[src/rtl/wdog_pkg.sv]
package wdog_pkg;

  typedef enum logic [1:0] {
    WD_ACT_NONE  = 2'd0,
    WD_ACT_IRQ   = 2'd1,
    WD_ACT_RESET = 2'd2
  } wd_action_e;

  function automatic wd_action_e wd_pick_action(input logic fire, input logic steer);
    wd_action_e a;
    a = WD_ACT_NONE;
    if (fire) a = steer ? WD_ACT_RESET : WD_ACT_IRQ;
    return a;
  endfunction

endpackage

[src/rtl/wdog_period_decode.sv]
module wdog_period_decode #(
  parameter int MULT_W = 5,
  parameter int RES_W  = 2,
  parameter int CNT_W  = MULT_W + 2 * ((1 << RES_W) - 1)
) (
  input  logic [MULT_W-1:0] mult,
  input  logic [RES_W-1:0]  res,
  output logic [CNT_W-1:0]  period,
  output logic              period_zero
);

  localparam int NUM_RES = 1 << RES_W;

  logic [CNT_W-1:0] cand [NUM_RES];

  // one scaled candidate per resolution code: mult * 4^r
  for (genvar r = 0; r < NUM_RES; r++) begin : g_scale
    assign cand[r] = CNT_W'(mult) << (2 * r);
  end

  always_comb begin
    period = '0;
    for (int r = 0; r < NUM_RES; r++) begin
      if (res == RES_W'(r)) period = cand[r];
    end
  end

  assign period_zero = (mult == '0);

endmodule

[src/rtl/wdog_countdown.sv]
module wdog_countdown #(
  parameter int CNT_W = 11
) (
  input  logic             clk,
  input  logic             rst_n,
  input  logic             restart,
  input  logic [CNT_W-1:0] load_val,
  input  logic             tick,
  output logic             expire,
  output logic             running
);

  logic [CNT_W-1:0] cnt_q, cnt_d;
  logic             run_q, run_d;
  logic             cnt_en;
  logic             last_tick;

  assign last_tick = (cnt_q == CNT_W'(1));
  assign expire    = tick && run_q && last_tick && !restart;
  assign cnt_en    = restart || (tick && run_q);

  always_comb begin
    cnt_d = cnt_q;
    run_d = run_q;
    if (restart) begin
      cnt_d = load_val;
      run_d = (load_val != '0);
    end else if (tick && run_q) begin
      cnt_d = cnt_q - CNT_W'(1);
      if (last_tick) run_d = 1'b0;
    end
  end

  always_ff @(posedge clk or negedge rst_n) begin
    if (!rst_n) begin
      cnt_q <= '0;
      run_q <= 1'b0;
    end else if (cnt_en) begin
      cnt_q <= cnt_d;
      run_q <= run_d;
    end
  end

  assign running = run_q;


  decrement_step_chk: assert property (@(posedge clk) disable iff (!rst_n)
    (tick && run_q && !restart && cnt_q > CNT_W'(1)) |=> (cnt_q == $past(cnt_q) - CNT_W'(1)));


  restart_wins_chk: assert property (@(posedge clk) disable iff (!rst_n)
    (restart && load_val != '0) |=> (run_q && cnt_q == $past(load_val)));


  zero_period_stops_chk: assert property (@(posedge clk) disable iff (!rst_n)
    (restart && load_val == '0) |=> !run_q);


  idle_holds_chk: assert property (@(posedge clk) disable iff (!rst_n)
    (!run_q && !restart) |=> !run_q);

endmodule

[src/rtl/wdog_response.sv]
module wdog_response
  import wdog_pkg::*;
(
  input  logic clk,
  input  logic rst_n,
  input  logic restart,
  input  logic expire,
  input  logic steer,
  output logic clear_ctrl,
  output logic irq_pulse,
  output logic rst_req_pulse,
  output logic century_clr,
  output logic expired_flag
);

  wd_action_e act;
  logic       irq_d, rst_d, flag_d;
  logic       irq_q, rst_q, flag_q;

  assign act        = wd_pick_action(expire, steer);
  assign clear_ctrl = (act == WD_ACT_RESET);

  always_comb begin
    irq_d  = (act == WD_ACT_IRQ);
    rst_d  = (act == WD_ACT_RESET);
    flag_d = flag_q;
    if (restart)     flag_d = 1'b0;
    else if (expire) flag_d = 1'b1;
  end

  always_ff @(posedge clk or negedge rst_n) begin
    if (!rst_n) begin
      irq_q  <= 1'b0;
      rst_q  <= 1'b0;
      flag_q <= 1'b0;
    end else begin
      irq_q  <= irq_d;
      rst_q  <= rst_d;
      flag_q <= flag_d;
    end
  end

  assign irq_pulse     = irq_q;
  assign rst_req_pulse = rst_q;
  assign century_clr   = rst_q;
  assign expired_flag  = flag_q;


  irq_single_chk: assert property (@(posedge clk) disable iff (!rst_n)
    irq_q |=> !irq_q);


  rst_single_chk: assert property (@(posedge clk) disable iff (!rst_n)
    rst_q |=> !rst_q);


  actions_exclusive_chk: assert property (@(posedge clk) disable iff (!rst_n)
    !(irq_q && rst_q));


  restart_clears_flag_chk: assert property (@(posedge clk) disable iff (!rst_n)
    restart |=> !flag_q);


  expire_sets_flag_chk: assert property (@(posedge clk) disable iff (!rst_n)
    expire |=> flag_q);

endmodule

[src/rtl/wdog_encoded_top.sv]
module wdog_encoded_top #(
  parameter int MULT_W = 5,
  parameter int RES_W  = 2
) (
  input  logic                           clk,
  input  logic                           rst_n,
  input  logic                           ctrl_wr,
  input  logic [MULT_W+RES_W:0]          ctrl_wdata,
  input  logic                           ctrl_rd,
  output logic [MULT_W+RES_W:0]          ctrl_rdata,
  input  logic                           tick,
  output logic                           wdog_irq,
  output logic                           sys_rst_req,
  output logic                           century_clr,
  output logic                           wdog_expired
);

  localparam int CTRL_W    = MULT_W + RES_W + 1;
  localparam int STEER_BIT = CTRL_W - 1;
  localparam int CNT_W     = MULT_W + 2 * ((1 << RES_W) - 1);

  // reset: asserted asynchronously, released on a clock edge
  logic [1:0] rst_sync_q;
  logic       rst_int_n;

  always_ff @(posedge clk or negedge rst_n) begin
    if (!rst_n) rst_sync_q <= 2'b00;
    else        rst_sync_q <= {rst_sync_q[0], 1'b1};
  end
  assign rst_int_n = rst_sync_q[1];

  logic [CTRL_W-1:0] ctrl_q, ctrl_d, src;
  logic              ctrl_en;
  logic              restart;
  logic              clear_ctrl;
  logic              expire;
  logic              running;
  logic              period_zero;
  logic [CNT_W-1:0]  period;
  logic [CNT_W-1:0]  load_val;

  assign restart = ctrl_wr || ctrl_rd;
  assign src     = ctrl_wr ? ctrl_wdata : ctrl_q;

  wdog_period_decode #(
    .MULT_W (MULT_W),
    .RES_W  (RES_W),
    .CNT_W  (CNT_W)
  ) u_decode (
    .mult        (src[RES_W +: MULT_W]),
    .res         (src[RES_W-1:0]),
    .period      (period),
    .period_zero (period_zero)
  );

  assign load_val = period_zero ? '0 : period;

  wdog_countdown #(
    .CNT_W (CNT_W)
  ) u_count (
    .clk      (clk),
    .rst_n    (rst_int_n),
    .restart  (restart),
    .load_val (load_val),
    .tick     (tick),
    .expire   (expire),
    .running  (running)
  );

  wdog_response u_resp (
    .clk           (clk),
    .rst_n         (rst_int_n),
    .restart       (restart),
    .expire        (expire),
    .steer         (ctrl_q[STEER_BIT]),
    .clear_ctrl    (clear_ctrl),
    .irq_pulse     (wdog_irq),
    .rst_req_pulse (sys_rst_req),
    .century_clr   (century_clr),
    .expired_flag  (wdog_expired)
  );

  assign ctrl_en = ctrl_wr || clear_ctrl;

  always_comb begin
    ctrl_d = ctrl_q;
    if (ctrl_wr)         ctrl_d = ctrl_wdata;
    else if (clear_ctrl) ctrl_d = '0;
  end

  always_ff @(posedge clk or negedge rst_int_n) begin
    if (!rst_int_n)   ctrl_q <= '0;
    else if (ctrl_en) ctrl_q <= ctrl_d;
  end

  assign ctrl_rdata = ctrl_q;


  ctrl_cleared_chk: assert property (@(posedge clk) disable iff (!rst_int_n)
    sys_rst_req |-> (ctrl_q == '0));


  write_stored_chk: assert property (@(posedge clk) disable iff (!rst_int_n)
    ctrl_wr |=> (ctrl_q == $past(ctrl_wdata)));


  no_fire_when_idle_chk: assert property (@(posedge clk) disable iff (!rst_int_n)
    !running |-> !expire);

endmodule

[config.mk]
export PLATFORM = sky130hd
export DESIGN_NAME = wdog_encoded_top
export DESIGN_NICKNAME = d
export VERILOG_FILES = /design/src/rtl/wdog_pkg.sv /design/src/rtl/wdog_period_decode.sv /design/src/rtl/wdog_countdown.sv /design/src/rtl/wdog_response.sv /design/src/rtl/wdog_encoded_top.sv
export SDC_FILE = /design/constraint.sdc
export NUM_CORES = 1
export LEC_CHECK = 0
export ABC_AREA = 1
export BUFFER_PORTS_ARGS = -buffer_cell sky130_fd_sc_hd__buf_4
export CAP_MARGIN = 25
export CORE_MARGIN = 3
export CORE_UTILIZATION = 25
export CTS_CLUSTER_SIZE = 12
export DETAILED_ROUTE_END_ITERATION = 8
export SYNTH_ARGS = -nofsm -noshare
export SYNTH_HDL_FRONTEND = slang
export SYNTH_SLANG_ARGS = --single-unit
[constraint.sdc]
create_clock -name clk -period 0.8 [get_ports clk]
set_input_delay 0.2 -clock clk [delete_from_list [all_inputs] [get_ports clk]]
set_output_delay 0.2 -clock clk [all_outputs]
set_load 0.01 [all_outputs]
==> impl_metrics.env, run 1 <==
export IMPL_syn_area_sq_um=1607
export IMPL_routed_wire_length_um=4483
export IMPL_vias_per_instance=4.401
export IMPL_synth_main_ff_cell="sky130_fd_sc_hd__dfrtp_1"
export IMPL_synthesis_yosys_warnings=0
export IMPL_syn_inst=223
export IMPL_ys_top_cells_by_area="sky130_fd_sc_hd__dfrtp_1, sky130_fd_sc_hd__nand2_1, sky130_fd_sc_hd__inv_1, sky130_fd_sc_hd__nand3_1, sky130_fd_sc_hd__nor2_1"
export IMPL_r2r_cells=8
export IMPL_core_area_sq_um=6061
export IMPL_clock_tree_htree_level_count=1
export IMPL_die_area_sq_um=7424
export IMPL_first_global_vias=1651
export IMPL_setup_viol=35
export IMPL_drcViolationCount=0
export IMPL_worst_r2r_endpoint="ctrl_rdata[2]$_DFFE_PN0P_"
export IMPL_detailroute_via_count=1668
export IMPL_synth_sequential_area_ratio_pct=38.94
export IMPL_fin_crit_sh_pct=170.0
export IMPL_setup_ws_ns=-0.5597
export IMPL_clk_insertion_delay_late_ns=0.28
export IMPL_status="complete, but fails checks"
export IMPL_timing_setup_critical_path_class="reg -> reg"
export IMPL_syn_to_final_growth_pct=68.54
export IMPL_net_count_of_the_mapped_netlist=238
export IMPL_crit_family="flip-flops"
export IMPL_fin_cells=379
export IMPL_wl_per_cell_um=11.83
export IMPL_timing_clock_skew_ns=0.001823
export IMPL_timing_critical_path_cells="inv_2, ha_4, nand2_4, nor3_4, nand4_1, buf_6, nand2_2, inv_2"
export IMPL_place_hpwl_um=3341
export IMPL_critPathBufInv=3
export IMPL_design_portCount=25
export IMPL_detailed_place_area_sq_um=2268
export IMPL_hp_class="reg -> async"
export IMPL_cts_root_buffer="sky130_fd_sc_hd__clkbuf_8"
export IMPL_ctsLongestPathBuffers=2
export IMPL_num_rows=28
export IMPL_syn_area_per_cell_sq_um=7.204
export IMPL_timing_critical_path_arrival_ns=1.55
export IMPL_die_height_um=86.17
export IMPL_grt_pass1_wl_um=7631
export IMPL_share_of_layout_cells_above_drive_strength_1_pct=53.62
export IMPL_cp_startpoint_kind="flop"
export IMPL_post_synth_edffs=0
export IMPL_synth_cell_type_count=30
export IMPL_crit_path_top_delay_cell="sky130_fd_sc_hd__dfrtp_1"
export IMPL_p_leak_nw=1.377
export IMPL_max_cap_violations=0
export IMPL_drtIter0Drc=41
export IMPL_drt_first_pass_iters=4
export IMPL_fin_area_sq_um=2708
export IMPL_tritoncts_clock_tree="done"
export IMPL_ys_seq_elements=25
export IMPL_die_width_um=86.17
export IMPL_r2r_setup_slack_ns=-0.56
export IMPL_cp_common_cell="sky130_fd_sc_hd__inv_2"
export IMPL_achievable_frequency_mhz=735.4
export IMPL_initial_core_util_pct=26.51
export IMPL_clkSinkCount=25
export IMPL_largest_fanout_of_any_net_on_the_critical_path=7
export IMPL_setup_tns_ns=-14.12
export IMPL_setup_worst_path_end_class="flop"
export IMPL_grt_setup_unrepaired="yes"
export IMPL_synth_top_area_cell="sky130_fd_sc_hd__dfrtp_1"
export IMPL_violated_checks="setup timing"
export IMPL_finalMaxSlewViolations=0
export IMPL_fillCellCount=597
export IMPL_postSynth_asyncResetShare_pct=100.0
export IMPL_grt_max_degree=24
export IMPL_synth_top_area_share_pct=38.94
export IMPL_antenna_found_initial=0
export IMPL_route_antenna_remaining_nets=0
export IMPL_timing_final_hold_violations=0
export IMPL_largest_incremental_delay_on_the_critical_path_ns=0.43
export IMPL_groute_usage_overall_pct=12.68
export IMPL_timing_rr_start="u_count.cnt_q[1]$_DFFE_PN0P_"
export IMPL_worstPathRequired_ns=0.99
export IMPL_p_per_area_nw_per_um2=1583
export IMPL_timing_final_crit_period_ns=1.360
export IMPL_vdd_ir_drop_max_v=0.0007688
export IMPL_place_congestion=0.8814
export IMPL_place_detailed_instances=365
export IMPL_antennaDiodeCount=0
export IMPL_buffer_ports_inserted=24
export IMPL_overflow=0
export IMPL_final_nets=320
export IMPL_path_clk_slew_ns=0.10
export IMPL_tritoncts_num_buffers=3
export IMPL_timing_hold_ws_ns=0.2073
## per-stage QoR
stage | total power, mW | utilization, % | worst slack (ns)
floorplan | 2.293 | - | -0.5024
finish | 4.287 | 44.67 | -0.5597
detailed placement | 2.991 | 37.43 | -0.5630
global route | 4.555 | 44.67 | -0.6471
CTS | 4.052 | 42.34 | -0.5427
global placement | 2.975 | 37.43 | -0.5623
## cells in the mapped netlist, types with 2 or more instances
master,number
sky130_fd_sc_hd__nand2_4,4
sky130_fd_sc_hd__o21ai_1,3
sky130_fd_sc_hd__nand2_1,73
sky130_fd_sc_hd__nor2_1,22
sky130_fd_sc_hd__inv_1,27
sky130_fd_sc_hd__dfrtp_1,25
sky130_fd_sc_hd__a21oi_1,6
sky130_fd_sc_hd__buf_6,2
sky130_fd_sc_hd__inv_2,3
sky130_fd_sc_hd__buf_4,3
sky130_fd_sc_hd__nand3_1,19
sky130_fd_sc_hd__nor3_1,4
sky130_fd_sc_hd__nand4_1,5
sky130_fd_sc_hd__ha_1,2
sky130_fd_sc_hd__o21ai_0,4
sky130_fd_sc_hd__o21ai_2,2
sky130_fd_sc_hd__nor2_4,5
sky130_fd_sc_hd__nor2_2,2
## flip-flops by register name, indices dropped and copies added (netlist names)
register and cells:
ctrl_rdata 8, u_count.cnt_q 11, rst_sync_q 2, u_count.running 1, u_resp.century_clr 1, u_resp.irq_pulse 1
u_resp.expired_flag 1
## cell type report
| cell class | count | area, sq um | share of cell area (%) |
|---|---|---|---|
| Sequential cell | 25 | 625.6 | 23.11 |
| Clock inverter | 1 | 7.507 | 0.2773 |
| Timing Repair Buffer | 82 | 750.7 | 27.73 |
| Inverter | 31 | 117.6 | 4.344 |
| Clock buffer | 3 | 41.29 | 1.525 |
| Multi-Input combinational cell | 162 | 1071 | 39.56 |
| Tap cell | 75 | 93.84 | 3.466 |
## kinds of logic after synthesis
group                    after synthesis  synth area share [%]
AO/OA/AOI/OAI                         19                 6.932
flip-flops                            25                 38.94
adder cells (fa/ha/maj)                2                 1.557
buffers and inverters                 36                 10.12
other                                  1                0.2334
AND/OR/NAND/NOR                      138                 41.12
XOR/XNOR                               2                 1.091
## placed cells by master, fill, tap and decap left out, drive strengths merged, types with 2 or more instances in the layout
master  synthesis  final
clkbuf          0      3
inv            30     30
nand2          79     79
a21oi           6      6
dfrtp          25     25
ha              2      2
buf             5     81
nand3          20     20
nor3            4      4
nand4           5      5
nor2           29     29
o21ai           9      9
## repair_timing
action | 4_1_cts | 5_1_grt
hold endpoints to repair | 2 | 0
setup endpoints to repair | 35 | 35
buffers inserted | 6 | 5
pin swaps | 18 | 26
hold buffers | 1 | 0
resized for setup | 53 | 34
## layer usage
| layer | share of wire (%) | up-vias | wire length [um] | GRT usage (%) |
|---|---|---|---|---|
| met2 | 47 | 18 | 2107 | 21.79 |
| met3 | 2.0 | 7 | 90 | 1.441 |
| met1 | 50 | 781 | 2234 | 17.24 |
| met5 | 0 | - | 0 | 0 |
| li1 | - | 862 | - | - |
| met4 | 1.1 | 0 | 51 | 2.302 |
## worst reg2reg max path, cell delays in order, from the launching register on
cell and delay [ns]:
sky130_fd_sc_hd__dfrtp_1 0.43, sky130_fd_sc_hd__inv_2 0.10, sky130_fd_sc_hd__ha_4 0.15, sky130_fd_sc_hd__nand2_4 0.06, sky130_fd_sc_hd__nor3_4 0.14, sky130_fd_sc_hd__nand4_1 0.13
sky130_fd_sc_hd__buf_6 0.16, sky130_fd_sc_hd__nand2_2 0.07, sky130_fd_sc_hd__inv_2 0.03
## worst max path at each step
stage,startpoint,end,slack [ns],cells past startpoint
detailed placement,u_count.cnt_q[6]$_DFFE_PN0P_,ctrl_rdata[3]$_DFFE_PN0P_,-0.56,7
global route,u_count.cnt_q[6]$_DFFE_PN0P_,ctrl_rdata[0]$_DFFE_PN0P_,-0.65,7
CTS,u_count.cnt_q[1]$_DFFE_PN0P_,ctrl_rdata[0]$_DFFE_PN0P_,-0.54,8
global placement,u_count.cnt_q[3]$_DFFE_PN0P_,ctrl_rdata[6]$_DFFE_PN0P_,-0.56,7
floorplan,u_count.cnt_q[4]$_DFFE_PN0P_,ctrl_rdata[0]$_DFFE_PN0P_,-0.50,6
finish,u_count.cnt_q[1]$_DFFE_PN0P_,ctrl_rdata[2]$_DFFE_PN0P_,-0.56,8
## power by group
part / total (mW) / switching (mW) / leakage (nW) / internal, mW
logic: 1.96 / 0.983 / 1.04 / 0.979
clock network: 0.811 / 0.456 / 0.0217 / 0.354
registers: 1.51 / 0.126 / 0.314 / 1.39
Note: power is estimated with default switching activity, not from simulation.
==> inputs of run 2 (changes only) <==
Settings changed: CORE_MARGIN 3 to 5, PLACE_DENSITY_LB_ADDON from default to 0.15.
==> run 2 against run 1 <==
  * The run still ends with setup timing left
  * Die area up 9.5%
  * Utilization decreased by 3.8 points
  * Sequential share of layout area increased by 1.2 points
  * Global-route usage is 0.87 points lower
  * Largest cell class unchanged
==> impl_metrics.env, run 2 (synthesis results as in run 1) <==
export IMPL_overflow=0
export IMPL_grt_setup_unrepaired="yes"
export IMPL_finalMaxSlewViolations=0
export IMPL_cts_root_buffer="sky130_fd_sc_hd__clkbuf_8"
export IMPL_vias_per_instance=4.382
export IMPL_num_rows=29
export IMPL_wl_per_cell_um=12.21
export IMPL_fillCellCount=690
export IMPL_core_area_sq_um=6314
export IMPL_antenna_found_initial=0
export IMPL_p_leak_nw=1.339
export IMPL_tritoncts_num_buffers=3
export IMPL_fin_area_sq_um=2577
export IMPL_drcViolationCount=0
export IMPL_violated_checks="setup timing"
export IMPL_design_portCount=25
export IMPL_initial_core_util_pct=25.45
export IMPL_hp_class="reg -> async"
export IMPL_final_common_cell="sky130_fd_sc_hd__nand2_1"
export IMPL_achievable_frequency_mhz=752.9
export IMPL_p_per_area_nw_per_um2=1583
export IMPL_multi_input_area_sq_um=969.7
export IMPL_crit_family="flip-flops"
export IMPL_ctsLongestPathBuffers=2
export IMPL_detailroute_via_count=1665
export IMPL_detailed_place_area_sq_um=2286
export IMPL_timing_clock_skew_ns=0.002523
export IMPL_timing_final_hold_violations=0
export IMPL_path_clk_slew_ns=0.10
export IMPL_groute_usage_overall_pct=11.81
export IMPL_first_global_vias=1646
export IMPL_drt_first_pass_iters=4
export IMPL_routed_wire_length_um=4639
export IMPL_grt_max_degree=24
export IMPL_route_antenna_remaining_nets=0
export IMPL_timing_setup_critical_path_class="reg -> reg"
export IMPL_buffer_ports_inserted=24
export IMPL_timing_critical_path_arrival_ns=1.51
export IMPL_die_area_sq_um=8130
export IMPL_largest_register_ffs=11
export IMPL_place_detailed_instances=369
export IMPL_timing_critical_path_cells="inv_2, ha_4, nand2_4, nor3_4, nand4_1, buf_6, nand2_1, inv_1"
export IMPL_clkSinkCount=25
export IMPL_die_width_um=90.17
export IMPL_largest_fanout_of_any_net_on_the_critical_path=7
export IMPL_largest_incremental_delay_on_the_critical_path_ns=0.41
export IMPL_fin_cells=380
export IMPL_largest_register="u_count.cnt_q"
export IMPL_p_total_mw=4.079
export IMPL_crit_path_top_delay_cell="sky130_fd_sc_hd__dfrtp_1"
export IMPL_status="complete, but fails checks"
export IMPL_timing_final_crit_period_ns=1.328
export IMPL_seq_area_sq_um=626.9
export IMPL_die_height_um=90.17
export IMPL_worstPathRequired_ns=0.99
export IMPL_drtIter0Drc=82
export IMPL_setup_viol=35
export IMPL_share_of_layout_cells_above_drive_strength_1_pct=46.86
export IMPL_grt_pass1_wl_um=7893
export IMPL_final_nets=319
export IMPL_setup_tns_ns=-13.82
export IMPL_clock_tree_htree_level_count=1
export IMPL_fin_crit_sh_pct=166.0
export IMPL_syn_to_final_growth_pct=60.44
export IMPL_critPathBufInv=3
export IMPL_layout_common_cells="sky130_fd_sc_hd__nand2_1, sky130_fd_sc_hd__buf_4, sky130_fd_sc_hd__dfrtp_1, sky130_fd_sc_hd__buf_6"
export IMPL_setup_worst_path_end_class="flop"
export IMPL_antennaDiodeCount=0
export IMPL_clk_insertion_delay_late_ns=0.28
export IMPL_place_hpwl_um=3607
export IMPL_setup_ws_ns=-0.5282
export IMPL_vdd_ir_drop_max_v=0.0006965
export IMPL_max_cap_violations=0
export IMPL_cp_startpoint_kind="flop"
export IMPL_place_congestion=0.7847
export IMPL_utilization_pct=40.82
export IMPL_tritoncts_clock_tree="done"
run 2: cell types whose count changed in the layout (fill, tap and decap cells not counted), moves of 4 or more:
cell | before | now
sky130_fd_sc_hd__buf_6 | 32 | 24
sky130_fd_sc_hd__buf_4 | 48 | 55
sky130_fd_sc_hd__nand2_1 | 54 | 61
sky130_fd_sc_hd__nand2_2 | 16 | 10
sky130_fd_sc_hd__nand3_1 | 11 | 17
sky130_fd_sc_hd__nand3_2 | 9 | 3
sky130_fd_sc_hd__nor2_4 | 12 | 7
sky130_fd_sc_hd__nor2_1 | 12 | 16
run 2: layout make-up:
cell class,count,share of cell area [%]
Inverter,31,4.757
Clock inverter,1,0.2913
Multi-Input combinational cell,162,37.62
Sequential cell,25,24.32
Timing Repair Buffer,81,27.67
Tap cell,77,3.738
Clock buffer,3,1.602
run 2: what timing repair did:
action / CTS / global route
buffers inserted: 5 / 4
resized for setup: 35 / 24
pin swaps: 13 / 14
endpoints found under the hold margin: 2 / 0
cloned: 0 / 0
hold buffers: 1 / 0
setup endpoints to repair: 35 / 35
run 2: per-layer routing:
layer	wire, um	vias up	track usage, %	share of wire [%]
met5	0	-	0	0
met4	61	0	3.722	1.3
met3	112	4	1.503	2.4
met2	2367	20	19.88	51
met1	2097	779	15.66	45
li1	-	862	-	-
run 2: path summary, 6_finish.rpt:
path                                              start                       endpoint  slack, ns  cells past startpoint
max                        u_count.cnt_q[1]$_DFFE_PN0P_      ctrl_rdata[4]$_DFFE_PN0P_      -0.53                      8
min                             rst_sync_q[1]$_DFF_PN0_  u_count.cnt_q[10]$_DFFE_PN0P_       0.21                      1
max reg2reg                u_count.cnt_q[1]$_DFFE_PN0P_      ctrl_rdata[4]$_DFFE_PN0P_      -0.53                      8
min reg2reg                     rst_sync_q[1]$_DFF_PN0_  u_count.cnt_q[10]$_DFFE_PN0P_       0.21                      1
max in group asynchronous       rst_sync_q[1]$_DFF_PN0_   u_count.cnt_q[2]$_DFFE_PN0P_       0.43                      1
min in group clk                          ctrl_wdata[7]      ctrl_rdata[7]$_DFFE_PN0P_       0.26                      5
run 2: report_power, final:
group / leakage [nW] / switching (mW) / internal (mW)
clock: 0.0217 / 0.457 / 0.354
combinational: 1.00 / 0.883 / 0.874
sequential: 0.313 / 0.122 / 1.39
total: 1.34 / 1.46 / 2.62
run 2: worst register-to-register path, delay by kind of cell, from the launching register on:
kind | cells | cell delay [ns]
simple gates | 4 | 0.39
fa+ha+maj | 1 | 0.15
flops | 1 | 0.41
buf+inv | 3 | 0.28
run 2: per-stage QoR:
step	hold WS (ns)	worst slack (ns)
floorplan	-0.09559	-0.5024
CTS	0.2170	-0.5748
global placement	-0.01674	-0.5521
finish	0.2133	-0.5282
global route	0.2380	-0.6157
detailed placement	-0.01607	-0.5746
==> inputs of run 3 (changes only) <==
Clock period 0.8 ns to 1.45 ns, I/O delays scaled along.
==> run 3 against run 2 <==
  * The run now ends clean
  * Flip-flop and latch count unchanged
  * Cell count decreased by 7.4%
  * Largest cell class unchanged
  * Utilization decreased by 6.6 points
  * Clock-buffer cell count unchanged
  * Die area unchanged
==> impl_metrics.env, run 3 (synthesis results as in run 1) <==
export IMPL_status="finished, final reports clean"
export IMPL_groute_usage_overall_pct=11.22
export IMPL_vdd_ir_drop_max_v=0.0003300
export IMPL_max_cap_violations=0
export IMPL_grt_max_degree=15
export IMPL_seq_area_sq_um=625.6
export IMPL_route_antenna_remaining_nets=0
export IMPL_timing_rr_start="u_count.cnt_q[1]$_DFFE_PN0P_"
export IMPL_post_place_ws_ns=-0.06098
export IMPL_detailroute_via_count=1527
export IMPL_largest_register="u_count.cnt_q"
export IMPL_setup_ws_ns=0.07264
export IMPL_die_height_um=90.17
export IMPL_final_nets=291
export IMPL_share_of_layout_cells_above_drive_strength_1_pct=32.36
export IMPL_setup_viol=0
export IMPL_r2r_cells=8
export IMPL_setup_tns_ns=0
export IMPL_buffer_ports_inserted=24
export IMPL_timing_hold_ws_ns=0.1840
export IMPL_timing_final_hold_violations=0
export IMPL_worst_r2r_endpoint="u_count.cnt_q[2]$_DFFE_PN0P_"
export IMPL_overflow=0
export IMPL_r2r_setup_slack_ns=0.07
export IMPL_wl_per_cell_um=12.28
export IMPL_p_leak_nw=1.156
export IMPL_finalMaxSlewViolations=0
export IMPL_path_clk_slew_ns=0.10
export IMPL_antennaDiodeCount=0
export IMPL_timing_setup_critical_path_class="reg -> reg"
export IMPL_final_common_cell="sky130_fd_sc_hd__nand2_1"
export IMPL_clock_tree_htree_level_count=1
export IMPL_clkSinkCount=25
export IMPL_core_area_sq_um=6314
export IMPL_num_rows=29
export IMPL_p_per_area_nw_per_um2=918.0
export IMPL_fin_crit_sh_pct=94.99
export IMPL_detailed_place_area_sq_um=2041
export IMPL_worstPathRequired_ns=1.67
export IMPL_die_area_sq_um=8130
export IMPL_drt_first_pass_iters=4
export IMPL_cp_startpoint_kind="flop"
export IMPL_hp_class="reg -> async"
export IMPL_drtIter0Drc=92
export IMPL_layout_common_cells="sky130_fd_sc_hd__nand2_1, sky130_fd_sc_hd__buf_4, sky130_fd_sc_hd__inv_1"
export IMPL_p_total_mw=1.983
export IMPL_fillCellCount=702
export IMPL_largest_register_ffs=11
export IMPL_grt_pass1_wl_um=7569
export IMPL_design_portCount=25
export IMPL_largest_fanout_of_any_net_on_the_critical_path=5
export IMPL_tritoncts_clock_tree="done"
export IMPL_timing_final_crit_period_ns=1.377
export IMPL_die_width_um=90.17
export IMPL_cts_root_buffer="sky130_fd_sc_hd__clkbuf_8"
export IMPL_place_hpwl_um=3544
export IMPL_place_congestion=0.8458
export IMPL_achievable_frequency_mhz=726.0
export IMPL_fin_area_sq_um=2160
export IMPL_vias_per_instance=4.338
export IMPL_syn_to_final_growth_pct=34.42
export IMPL_multi_input_area_sq_um=869.6
export IMPL_ctsLongestPathBuffers=2
export IMPL_tritoncts_num_buffers=3
export IMPL_routed_wire_length_um=4323
export IMPL_clk_insertion_delay_late_ns=0.27
export IMPL_antenna_found_initial=0
export IMPL_first_global_vias=1600
export IMPL_timing_critical_path_arrival_ns=1.59
export IMPL_setup_worst_path_end_class="flop"
export IMPL_initial_core_util_pct=25.45
export IMPL_timing_clock_skew_ns=0.008546
export IMPL_drcViolationCount=0
==> run 3: power breakdown <==
group	switching, mW	internal [mW]
logic	0.406	0.313
registers	0.0594	0.766
clock network	0.246	0.193
==> run 3: what timing repair did <==
| item | 4_1_cts | 5_1_grt |
|---|---|---|
| setup endpoints to repair | 1 | 13 |
| hold endpoints to repair | 2 | 0 |
| gates resized for setup | 1 | 15 |
| hold buffers | 1 | 0 |
| pin swaps | 0 | 4 |
| setup buffers | 0 | 1 |
==> run 3: area by class of cell <==
| class | instances | area share [%] |
|---|---|---|
| timing repair buffer | 53 | 18.71 |
| clock inverter | 1 | 0.2317 |
| inverter | 31 | 5.446 |
| sequential | 25 | 28.97 |
| tap | 77 | 4.461 |
| multi-input combinational | 162 | 40.27 |
| clock buffer | 3 | 1.912 |
==> run 3: worst max-delay path, cell delays in order (launching register included) <==
cell	delay (ns)
sky130_fd_sc_hd__dfrtp_1	0.38
sky130_fd_sc_hd__inv_2	0.05
sky130_fd_sc_hd__buf_4	0.13
sky130_fd_sc_hd__ha_1	0.21
sky130_fd_sc_hd__buf_4	0.17
sky130_fd_sc_hd__xnor2_1	0.12
sky130_fd_sc_hd__o21ai_0	0.15
sky130_fd_sc_hd__nand2_1	0.07
sky130_fd_sc_hd__nand2_1	0.05
==> run 3: how the worst max path moves through the flow <==
stage                                            start                            to  slack [ns]  cells after the start
after floorplan           u_count.cnt_q[1]$_DFFE_PN0P_     ctrl_rdata[0]$_DFFE_PN0P_        0.10                      7
after global placement                         ctrl_wr   u_count.running$_DFFE_PN0P_        -0.1                      8
after detailed placement                       ctrl_wr   u_count.running$_DFFE_PN0P_       -0.06                      8
after CTS                 u_count.cnt_q[1]$_DFFE_PN0P_     ctrl_rdata[2]$_DFFE_PN0P_        0.04                      8
after global routing      u_count.cnt_q[1]$_DFFE_PN0P_  u_count.cnt_q[2]$_DFFE_PN0P_       -0.01                      8
final                     u_count.cnt_q[1]$_DFFE_PN0P_  u_count.cnt_q[2]$_DFFE_PN0P_        0.07                      8
==> run 3: through the flow <==
step                utilization, %  cells
floorplan                        -    223
global placement             32.32    346
detailed placement           32.32    346
CTS                          33.29    351
global route                 34.21    352
finish                       34.21    352
==> run 3: routing by layer <==
layer  up-vias  GRT usage, %  part of all wire, %
met2        23         17.74                   46
met5         -             0                    0
met4         0         4.094                  1.9
li1        805             -                    -
met3         6         1.503                  2.5
met1       693         15.55                   50
